===== src/rtl/cfgslv_pkg.sv =====
package cfgslv_pkg;

    typedef enum logic [2:0] {
        ST_IDLE,
        ST_ADDR,
        ST_ADDR_ACK,
        ST_RX,
        ST_RX_ACK,
        ST_TX,
        ST_TX_ACK
    } link_state_e;

    localparam int BYTE_W = 8;

endpackage


===== src/rtl/cfgslv_sync.sv =====
module cfgslv_sync #(
    parameter int STAGES = 2
) (
    input  logic clk,
    input  logic rst_n,
    input  logic line_i,
    output logic level_o,
    output logic rise_o,
    output logic fall_o
);

    typedef struct packed {
        logic [STAGES-1:0] chain;
        logic              prev;
    } sync_t;

    sync_t s_d, s_q;

    always_comb begin
        s_d       = s_q;
        s_d.chain = {s_q.chain[STAGES-2:0], line_i};
        s_d.prev  = s_q.chain[STAGES-1];
    end

    always_ff @(posedge clk or negedge rst_n) begin
        if (!rst_n) begin
            s_q.chain <= '1;
            s_q.prev  <= 1'b1;
        end else begin
            s_q <= s_d;
        end
    end

    assign level_o = s_q.chain[STAGES-1];
    assign rise_o  = s_q.chain[STAGES-1] & ~s_q.prev;
    assign fall_o  = ~s_q.chain[STAGES-1] & s_q.prev;

endmodule


===== src/rtl/cfgslv_link.sv =====
module cfgslv_link
    import cfgslv_pkg::*;
#(
    parameter logic [6:0] DEV_ADDR = 7'h69,
    parameter int         NUM_REGS = 7,
    parameter int         IW       = $clog2(NUM_REGS + 1)
) (
    input  logic          clk,
    input  logic          rst_n,
    input  logic          pwr_dn,
    input  logic          scl_lvl,
    input  logic          scl_rise,
    input  logic          scl_fall,
    input  logic          sda_lvl,
    input  logic          sda_rise,
    input  logic          sda_fall,
    input  logic [7:0]    rd_data,
    output logic [IW-1:0] rd_idx,
    output logic          wr_en,
    output logic [IW-1:0] wr_idx,
    output logic [7:0]    wr_data,
    output logic          sda_oe
);

    localparam int            CW       = $clog2(NUM_REGS + 3);
    localparam logic [CW-1:0] SKIP     = CW'(2);
    localparam logic [CW-1:0] WCNT_TOP = CW'(NUM_REGS + 2);
    localparam logic [IW-1:0] RIDX_TOP = IW'(NUM_REGS);

    typedef struct packed {
        link_state_e   state;
        logic [3:0]    bcnt;
        logic [7:0]    shreg;
        logic          rw;
        logic [CW-1:0] wcnt;
        logic [IW-1:0] ridx;
        logic          mack;
        logic          wr_en;
        logic [IW-1:0] wr_idx;
        logic [7:0]    wr_data;
        logic          oe;
    } link_t;

    link_t l_d, l_q;
    logic  bus_start, bus_stop;

    assign bus_start = scl_lvl & sda_fall;
    assign bus_stop  = scl_lvl & sda_rise;

    always_comb begin
        l_d       = l_q;
        l_d.wr_en = 1'b0;

        if (pwr_dn) begin
            l_d.state = ST_IDLE;
            l_d.bcnt  = '0;
        end else if (bus_start) begin
            l_d.state = ST_ADDR;
            l_d.bcnt  = '0;
            l_d.ridx  = '0;
        end else if (bus_stop) begin
            l_d.state = ST_IDLE;
        end else begin
            unique case (l_q.state)
                ST_ADDR, ST_RX: begin
                    if (scl_rise && l_q.bcnt < 4'd8) begin
                        l_d.shreg = {l_q.shreg[6:0], sda_lvl};
                        l_d.bcnt  = l_q.bcnt + 4'd1;
                    end else if (scl_fall && l_q.bcnt == 4'd8) begin
                        if (l_q.state == ST_ADDR) begin
                            if (l_q.shreg[7:1] == DEV_ADDR) begin
                                l_d.state = ST_ADDR_ACK;
                                l_d.rw    = l_q.shreg[0];
                            end else begin
                                l_d.state = ST_IDLE;
                            end
                        end else begin
                            l_d.state = ST_RX_ACK;
                            if (l_q.wcnt >= SKIP && l_q.wcnt < WCNT_TOP) begin
                                l_d.wr_en   = 1'b1;
                                l_d.wr_idx  = IW'(l_q.wcnt - SKIP);
                                l_d.wr_data = l_q.shreg;
                            end
                            if (l_q.wcnt != WCNT_TOP) begin
                                l_d.wcnt = l_q.wcnt + CW'(1);
                            end
                        end
                    end
                end
                ST_ADDR_ACK: begin
                    if (scl_fall) begin
                        l_d.bcnt = '0;
                        l_d.wcnt = '0;
                        if (l_q.rw) begin
                            l_d.state = ST_TX;
                            l_d.shreg = rd_data;
                            if (l_q.ridx != RIDX_TOP) begin
                                l_d.ridx = l_q.ridx + IW'(1);
                            end
                        end else begin
                            l_d.state = ST_RX;
                        end
                    end
                end
                ST_RX_ACK: begin
                    if (scl_fall) begin
                        l_d.state = ST_RX;
                        l_d.bcnt  = '0;
                    end
                end
                ST_TX: begin
                    if (scl_fall) begin
                        if (l_q.bcnt == 4'd7) begin
                            l_d.state = ST_TX_ACK;
                        end else begin
                            l_d.shreg = {l_q.shreg[6:0], 1'b1};
                            l_d.bcnt  = l_q.bcnt + 4'd1;
                        end
                    end
                end
                ST_TX_ACK: begin
                    if (scl_rise) begin
                        l_d.mack = ~sda_lvl;
                    end else if (scl_fall) begin
                        if (l_q.mack) begin
                            l_d.state = ST_TX;
                            l_d.bcnt  = '0;
                            l_d.shreg = rd_data;
                            if (l_q.ridx != RIDX_TOP) begin
                                l_d.ridx = l_q.ridx + IW'(1);
                            end
                        end else begin
                            l_d.state = ST_IDLE;
                        end
                    end
                end
                default: begin
                    l_d.state = ST_IDLE;
                end
            endcase
        end

        l_d.oe = (l_d.state == ST_ADDR_ACK) || (l_d.state == ST_RX_ACK) ||
                 ((l_d.state == ST_TX) && !l_d.shreg[7]);
    end

    always_ff @(posedge clk or negedge rst_n) begin
        if (!rst_n) begin
            l_q.state   <= ST_IDLE;
            l_q.bcnt    <= '0;
            l_q.shreg   <= '0;
            l_q.rw      <= 1'b0;
            l_q.wcnt    <= '0;
            l_q.ridx    <= '0;
            l_q.mack    <= 1'b0;
            l_q.wr_en   <= 1'b0;
            l_q.wr_idx  <= '0;
            l_q.wr_data <= '0;
            l_q.oe      <= 1'b0;
        end else begin
            l_q <= l_d;
        end
    end

    assign rd_idx  = l_q.ridx;
    assign wr_en   = l_q.wr_en;
    assign wr_idx  = l_q.wr_idx;
    assign wr_data = l_q.wr_data;
    assign sda_oe  = l_q.oe;

endmodule


===== src/rtl/cfgslv_regbank.sv =====
module cfgslv_regbank #(
    parameter int         NUM_REGS  = 7,
    parameter int         IW        = $clog2(NUM_REGS + 1),
    parameter logic [7:0] REG0_RST  = 8'h00,
    parameter logic [7:0] OTHER_RST = 8'hFF
) (
    input  logic                  clk,
    input  logic                  rst_n,
    input  logic                  wr_en,
    input  logic [IW-1:0]         wr_idx,
    input  logic [7:0]            wr_data,
    input  logic [IW-1:0]         rd_idx,
    output logic [7:0]            rd_data,
    output logic [NUM_REGS*8-1:0] regs_flat
);

    typedef logic [NUM_REGS-1:0][7:0] bank_t;

    bank_t bank_d, bank_q;

    always_comb begin
        bank_d = bank_q;
        if (wr_en && wr_idx < IW'(NUM_REGS)) begin
            bank_d[wr_idx] = wr_data;
        end
    end

    always_ff @(posedge clk or negedge rst_n) begin
        if (!rst_n) begin
            for (int i = 0; i < NUM_REGS; i++) begin
                bank_q[i] <= (i == 0) ? REG0_RST : OTHER_RST;
            end
        end else begin
            bank_q <= bank_d;
        end
    end

    assign rd_data   = (rd_idx < IW'(NUM_REGS)) ? bank_q[rd_idx] : 8'hFF;
    assign regs_flat = bank_q;

endmodule


===== src/rtl/cfgslv_top.sv =====
module cfgslv_top #(
    parameter logic [6:0] DEV_ADDR    = 7'h69,
    parameter int         NUM_REGS    = 7,
    parameter int         SYNC_STAGES = 2
) (
    input  logic                  clk,
    input  logic                  rst_n,
    input  logic                  pwr_dn,
    input  logic                  scl_i,
    input  logic                  sda_i,
    output logic                  sda_oe,
    output logic [NUM_REGS*8-1:0] cfg_regs
);

    localparam int IW    = $clog2(NUM_REGS + 1);
    localparam int LINES = 2;

    logic [LINES-1:0] line_raw, line_lvl, line_rise, line_fall;
    logic [7:0]       rd_data;
    logic [IW-1:0]    rd_idx;
    logic             wr_en;
    logic [IW-1:0]    wr_idx;
    logic [7:0]       wr_data;

    assign line_raw = {sda_i, scl_i};

    for (genvar g = 0; g < LINES; g++) begin : g_sync
        cfgslv_sync #(.STAGES(SYNC_STAGES)) u_sync (
            .clk     (clk),
            .rst_n   (rst_n),
            .line_i  (line_raw[g]),
            .level_o (line_lvl[g]),
            .rise_o  (line_rise[g]),
            .fall_o  (line_fall[g])
        );
    end

    cfgslv_link #(
        .DEV_ADDR (DEV_ADDR),
        .NUM_REGS (NUM_REGS),
        .IW       (IW)
    ) u_link (
        .clk      (clk),
        .rst_n    (rst_n),
        .pwr_dn   (pwr_dn),
        .scl_lvl  (line_lvl[0]),
        .scl_rise (line_rise[0]),
        .scl_fall (line_fall[0]),
        .sda_lvl  (line_lvl[1]),
        .sda_rise (line_rise[1]),
        .sda_fall (line_fall[1]),
        .rd_data  (rd_data),
        .rd_idx   (rd_idx),
        .wr_en    (wr_en),
        .wr_idx   (wr_idx),
        .wr_data  (wr_data),
        .sda_oe   (sda_oe)
    );

    cfgslv_regbank #(
        .NUM_REGS (NUM_REGS),
        .IW       (IW)
    ) u_bank (
        .clk       (clk),
        .rst_n     (rst_n),
        .wr_en     (wr_en),
        .wr_idx    (wr_idx),
        .wr_data   (wr_data),
        .rd_idx    (rd_idx),
        .rd_data   (rd_data),
        .regs_flat (cfg_regs)
    );

endmodule


===== config.mk =====
export PLATFORM = sky130hd
export DESIGN_NAME = cfgslv_top
export DESIGN_NICKNAME = d
export VERILOG_FILES = /design/src/rtl/cfgslv_pkg.sv /design/src/rtl/cfgslv_sync.sv /design/src/rtl/cfgslv_link.sv /design/src/rtl/cfgslv_regbank.sv /design/src/rtl/cfgslv_top.sv
export SDC_FILE = /design/constraint.sdc
export NUM_CORES = 1
export LEC_CHECK = 0
export ABC_AREA = 1
export CAP_MARGIN = 5
export CORE_ASPECT_RATIO = 1.1
export CORE_MARGIN = 1.5
export CORE_UTILIZATION = 51
export DETAILED_ROUTE_END_ITERATION = 8
export PLACE_DENSITY = 0.85
export SYNTH_ARGS = -nofsm -noshare
export SYNTH_HDL_FRONTEND = slang
export SYNTH_SLANG_ARGS = --single-unit

===== constraint.sdc =====
create_clock -name clk -period 2.15 [get_ports clk]
set_clock_uncertainty 0.2 [all_clocks]
set_input_delay 0.3225 -clock clk [delete_from_list [all_inputs] [get_ports clk]]
set_output_delay 0.3225 -clock clk [all_outputs]
set_load 0.02 [all_outputs]

==> results of run 1 <==
-- repair_timing --
| action | 4_1_cts | 5_1_grt |
|---|---|---|
| endpoints found under the hold margin | 15 | 0 |
| resized for setup | 0 | 1 |
| hold buffers | 1 | 0 |
| setup endpoints to repair | 0 | 1 |
-- report_power, final --
| group | switching, mW | internal [mW] |
|---|---|---|
| logic | 0.508 | 0.277 |
| registers | 0.102 | 1.94 |
| clock network | 0.662 | 0.737 |
-- kinds of logic (layout without fill, tap and decap cells) --
family / Yosys count / count (layout) / share of synthesized area, %
XOR/XNOR: 2 / 2 / 0.340
AND/OR/NAND/NOR: 326 / 326 / 26.8
adder cells (fa/ha/maj): 9 / 9 / 2.18
flip-flops: 99 / 99 / 49.3
AO/OA/AOI/OAI: 139 / 139 / 14.5
buffers and inverters: 88 / 155 / 6.77
-- cells in the final DEF, fill, tap and decap left out, types with 2 or more instances in the layout --
master / count
o21ai_0: 104
buf_4: 10
inv_6: 2
nand3_1: 30
nor3_1: 4
nand3_2: 4
o211ai_1: 2
nand4_1: 8
nand2_1: 209
a21boi_2: 2
nand2_2: 7
clkbuf_8: 9
a21boi_1: 4
o21ai_1: 3
ha_1: 9
dfstp_2: 53
clkbuf_1: 2
clkdlybuf4s50_1: 60
dfrtp_1: 45
o22ai_1: 6
a21oi_1: 12
nor2_2: 2
inv_2: 12
bufinv_16: 2
nor2_1: 56
inv_1: 54
-- worst paths after layout --
path | from | to | cells after the start
min reg2reg | g_sync[1].u_sync.s_d[2] | g_sync[1].u_sync.level_o | 0
min | sda_i | g_sync[1].u_sync.s_d[2] | 1
max reg2reg | g_sync[0].u_sync.s_q[0] | u_link.l_q[18] | 6
max in group asynchronous | rst_n | g_sync[0].u_sync.s_q[0] | 3
max | u_bank.regs_flat[10] | cfg_regs[10] | 1
min in group asynchronous | rst_n | u_bank.regs_flat[3] | 2
-- final cells by class --
| class | instances | share of cell area (%) |
|---|---|---|
| Clock inverter | 4 | 1.26 |
| Inverter | 67 | 4.09 |
| Multi-Input combinational cell | 476 | 36.8 |
| Clock buffer | 12 | 2.54 |
| Sequential cell | 99 | 41.4 |
| Tap cell | 120 | 2.44 |
| Timing Repair Buffer | 72 | 11.5 |
-- stage by stage --
step	util (%)	std cells	hold WS (ns)	setup slack, ns
after floorplan	-	663	-0.173	0.364
after global placement	60.0	833	0.0964	0.171
after detailed placement	60.0	833	0.107	0.0781
after CTS	62.5	850	0.148	0.0661
after global routing	62.5	850	0.145	0.00439
final	62.5	850	0.157	0.0676
-- state kept, by name, summed over array words and instances, names as in the netlist --
register               flops
g_sync.u_sync.s_q          2
u_link.wr_data             8
u_link.wr_en               1
u_link.sda_oe              1
u_bank.regs_flat          56
u_link.l_q                21
g_sync.u_sync.s_d          2
u_link.rd_idx              3
g_sync.u_sync.level_o      2
u_link.wr_idx              3
-- routing by layer --
metal | GRT usage [%] | part of all wire (%)
met2 | 43.7 | 48
met3 | 4.20 | 7.5
met5 | 0 | 0
met1 | 31.3 | 41
met4 | 11.9 | 3.8
==> reports/metrics.yaml, run 1 <==
route:
  drtAntennaViolNets: 0
  finalWirelength_um: 13100
  drc: 10
  dr.pass1.iters: 9
  num_vias: 4747
  viasPerCell: 5.58
  wl_per_cell_um: 15.4
  drt_iter0_drc: 351
clock_network:
  cts.sinks: 99
  cts_buffer_depth: 2
  h-tree-depth: 3
  clk-insertion-delay-late_ns: 0.37
  clk_pin_slew_ns: 0.10
  cts_root_buf: "clkbuf_8"
  cts-buffers-inserted: 9
  post_cts_buffers: 0
  cts_tree: "done"
power_and_ir_drop:
  p_per_area_mw_per_mm2: 686
  cellLeakagePower_nw: 2.70
  ir_drop_mv: 0.439
  power_mw: 4.22
grt:
  grt_pass1_wl_um: 21600
  grt_antenna_before_repair: 0
  overflow: 0
  grt_start_max_net_pins: 48
  grt_pass1_vias: 4580
  grt_usage_pct: 25.4
job:
  max-cap-violations: 0
place:
  placed_cell_area_mm2: 0.00591
  hpwl_um: 9750
  buffer_ports.inserted: 61
  place_congestion: 1.02
logic_synthesis:
  async_flop_share_pct: 100
  post-synth-top-count-cell: "nand2_1"
  syn_area_per_cell_um2: 7.78
  syn-cell-area_mm2: 0.00516
  ys_ff_latch: 99
  synth_top_flop_cell: "dfstp_2"
  synth-seq-area-share_pct: 49.3
  synth_top_area_share_pct: 27.5
  synthCells: 663
  syn_nets: 677
  synth_edf_count: 0
  synthTopCellsByArea: "dfstp_2 27%, dfrtp_1 22%, nand2_1 15%"
  synthTopCellsByCount: "209 x nand2_1, 104 x o21ai_0, 56 x nor2_1"
  synth_top_area_cell: "dfstp_2"
  ys_warn_count: 0
  yosysUniqueCellTypes: 39
timing:
  fin_tns_setup_ns: 0
  rsz0062_at_grt: "no"
  finalSetupViolations: 0
  drv_slew: 0
  clock.fmax_ghz: 0.480
  worstMarginPinSlew_ns: 0.595
  hold_viol: 0
  slew_headroom_pct: 60.3
  min_period_over_period_pct: 96.9
  fin_crit_ns: 2.08
layout:
  syn_to_final_growth_pct: 19.3
  antenna_cells: 0
  register_area_mm2: 0.00255
  fillers: 792
  finalInstanceArea_mm2: 0.00616
  fin_nets: 739
  final_layout_size_suffix_gt1_share_pct: 15.3
  multi_input_area_mm2: 0.00227
worst_setup_path:
  reg2reg_slack_ns: 0.15
  crit_path_max_fanout: 3
  endpoint_kind: "output pin"
  required_ns: 1.63
  crit_slowest_cell: "clkdlybuf4s50_1"
  start_kind: "flop"
  crit_arrival_ns: 1.56
  critPathBufInv: 1
  worstSetupPathType: "reg2out"
  worstPathCellList: "clkdlybuf4s50_1"
  cp_slowest_stage_delay_ns: 0.62
  critical_path.top_delay_family: "buffers and inverters"
floorplanning:
  num_rows: 38
  core_mm2: 0.00984
  dieWidth_um: 98.9
  dieHeight_um: 108
  start_util_pct: 52.4
  dieArea_mm2: 0.0107
  io_pins: 62
min_path:
  min_path_type: "in2reg"
run_status:
  status: "finished, violations left"
  violations: "DRC"
No activity file was read; power rests on OpenSTA's default activity.
==> run 2, diff against run 1 <==
--- a/config.mk
+++ b/config.mk
@@ -6,12 +6,12 @@
 export NUM_CORES = 1
 export LEC_CHECK = 0
 export ABC_AREA = 1
-export CAP_MARGIN = 5
 export CORE_ASPECT_RATIO = 1.1
 export CORE_MARGIN = 1.5
 export CORE_UTILIZATION = 51
 export DETAILED_ROUTE_END_ITERATION = 8
 export PLACE_DENSITY = 0.85
+export SLEW_MARGIN = 25
 export SYNTH_ARGS = -nofsm -noshare
 export SYNTH_HDL_FRONTEND = slang
 export SYNTH_SLANG_ARGS = --single-unit
==> results of run 2 <==
Same layout as run 1: the final DEF is identical, and so are final timing and power.
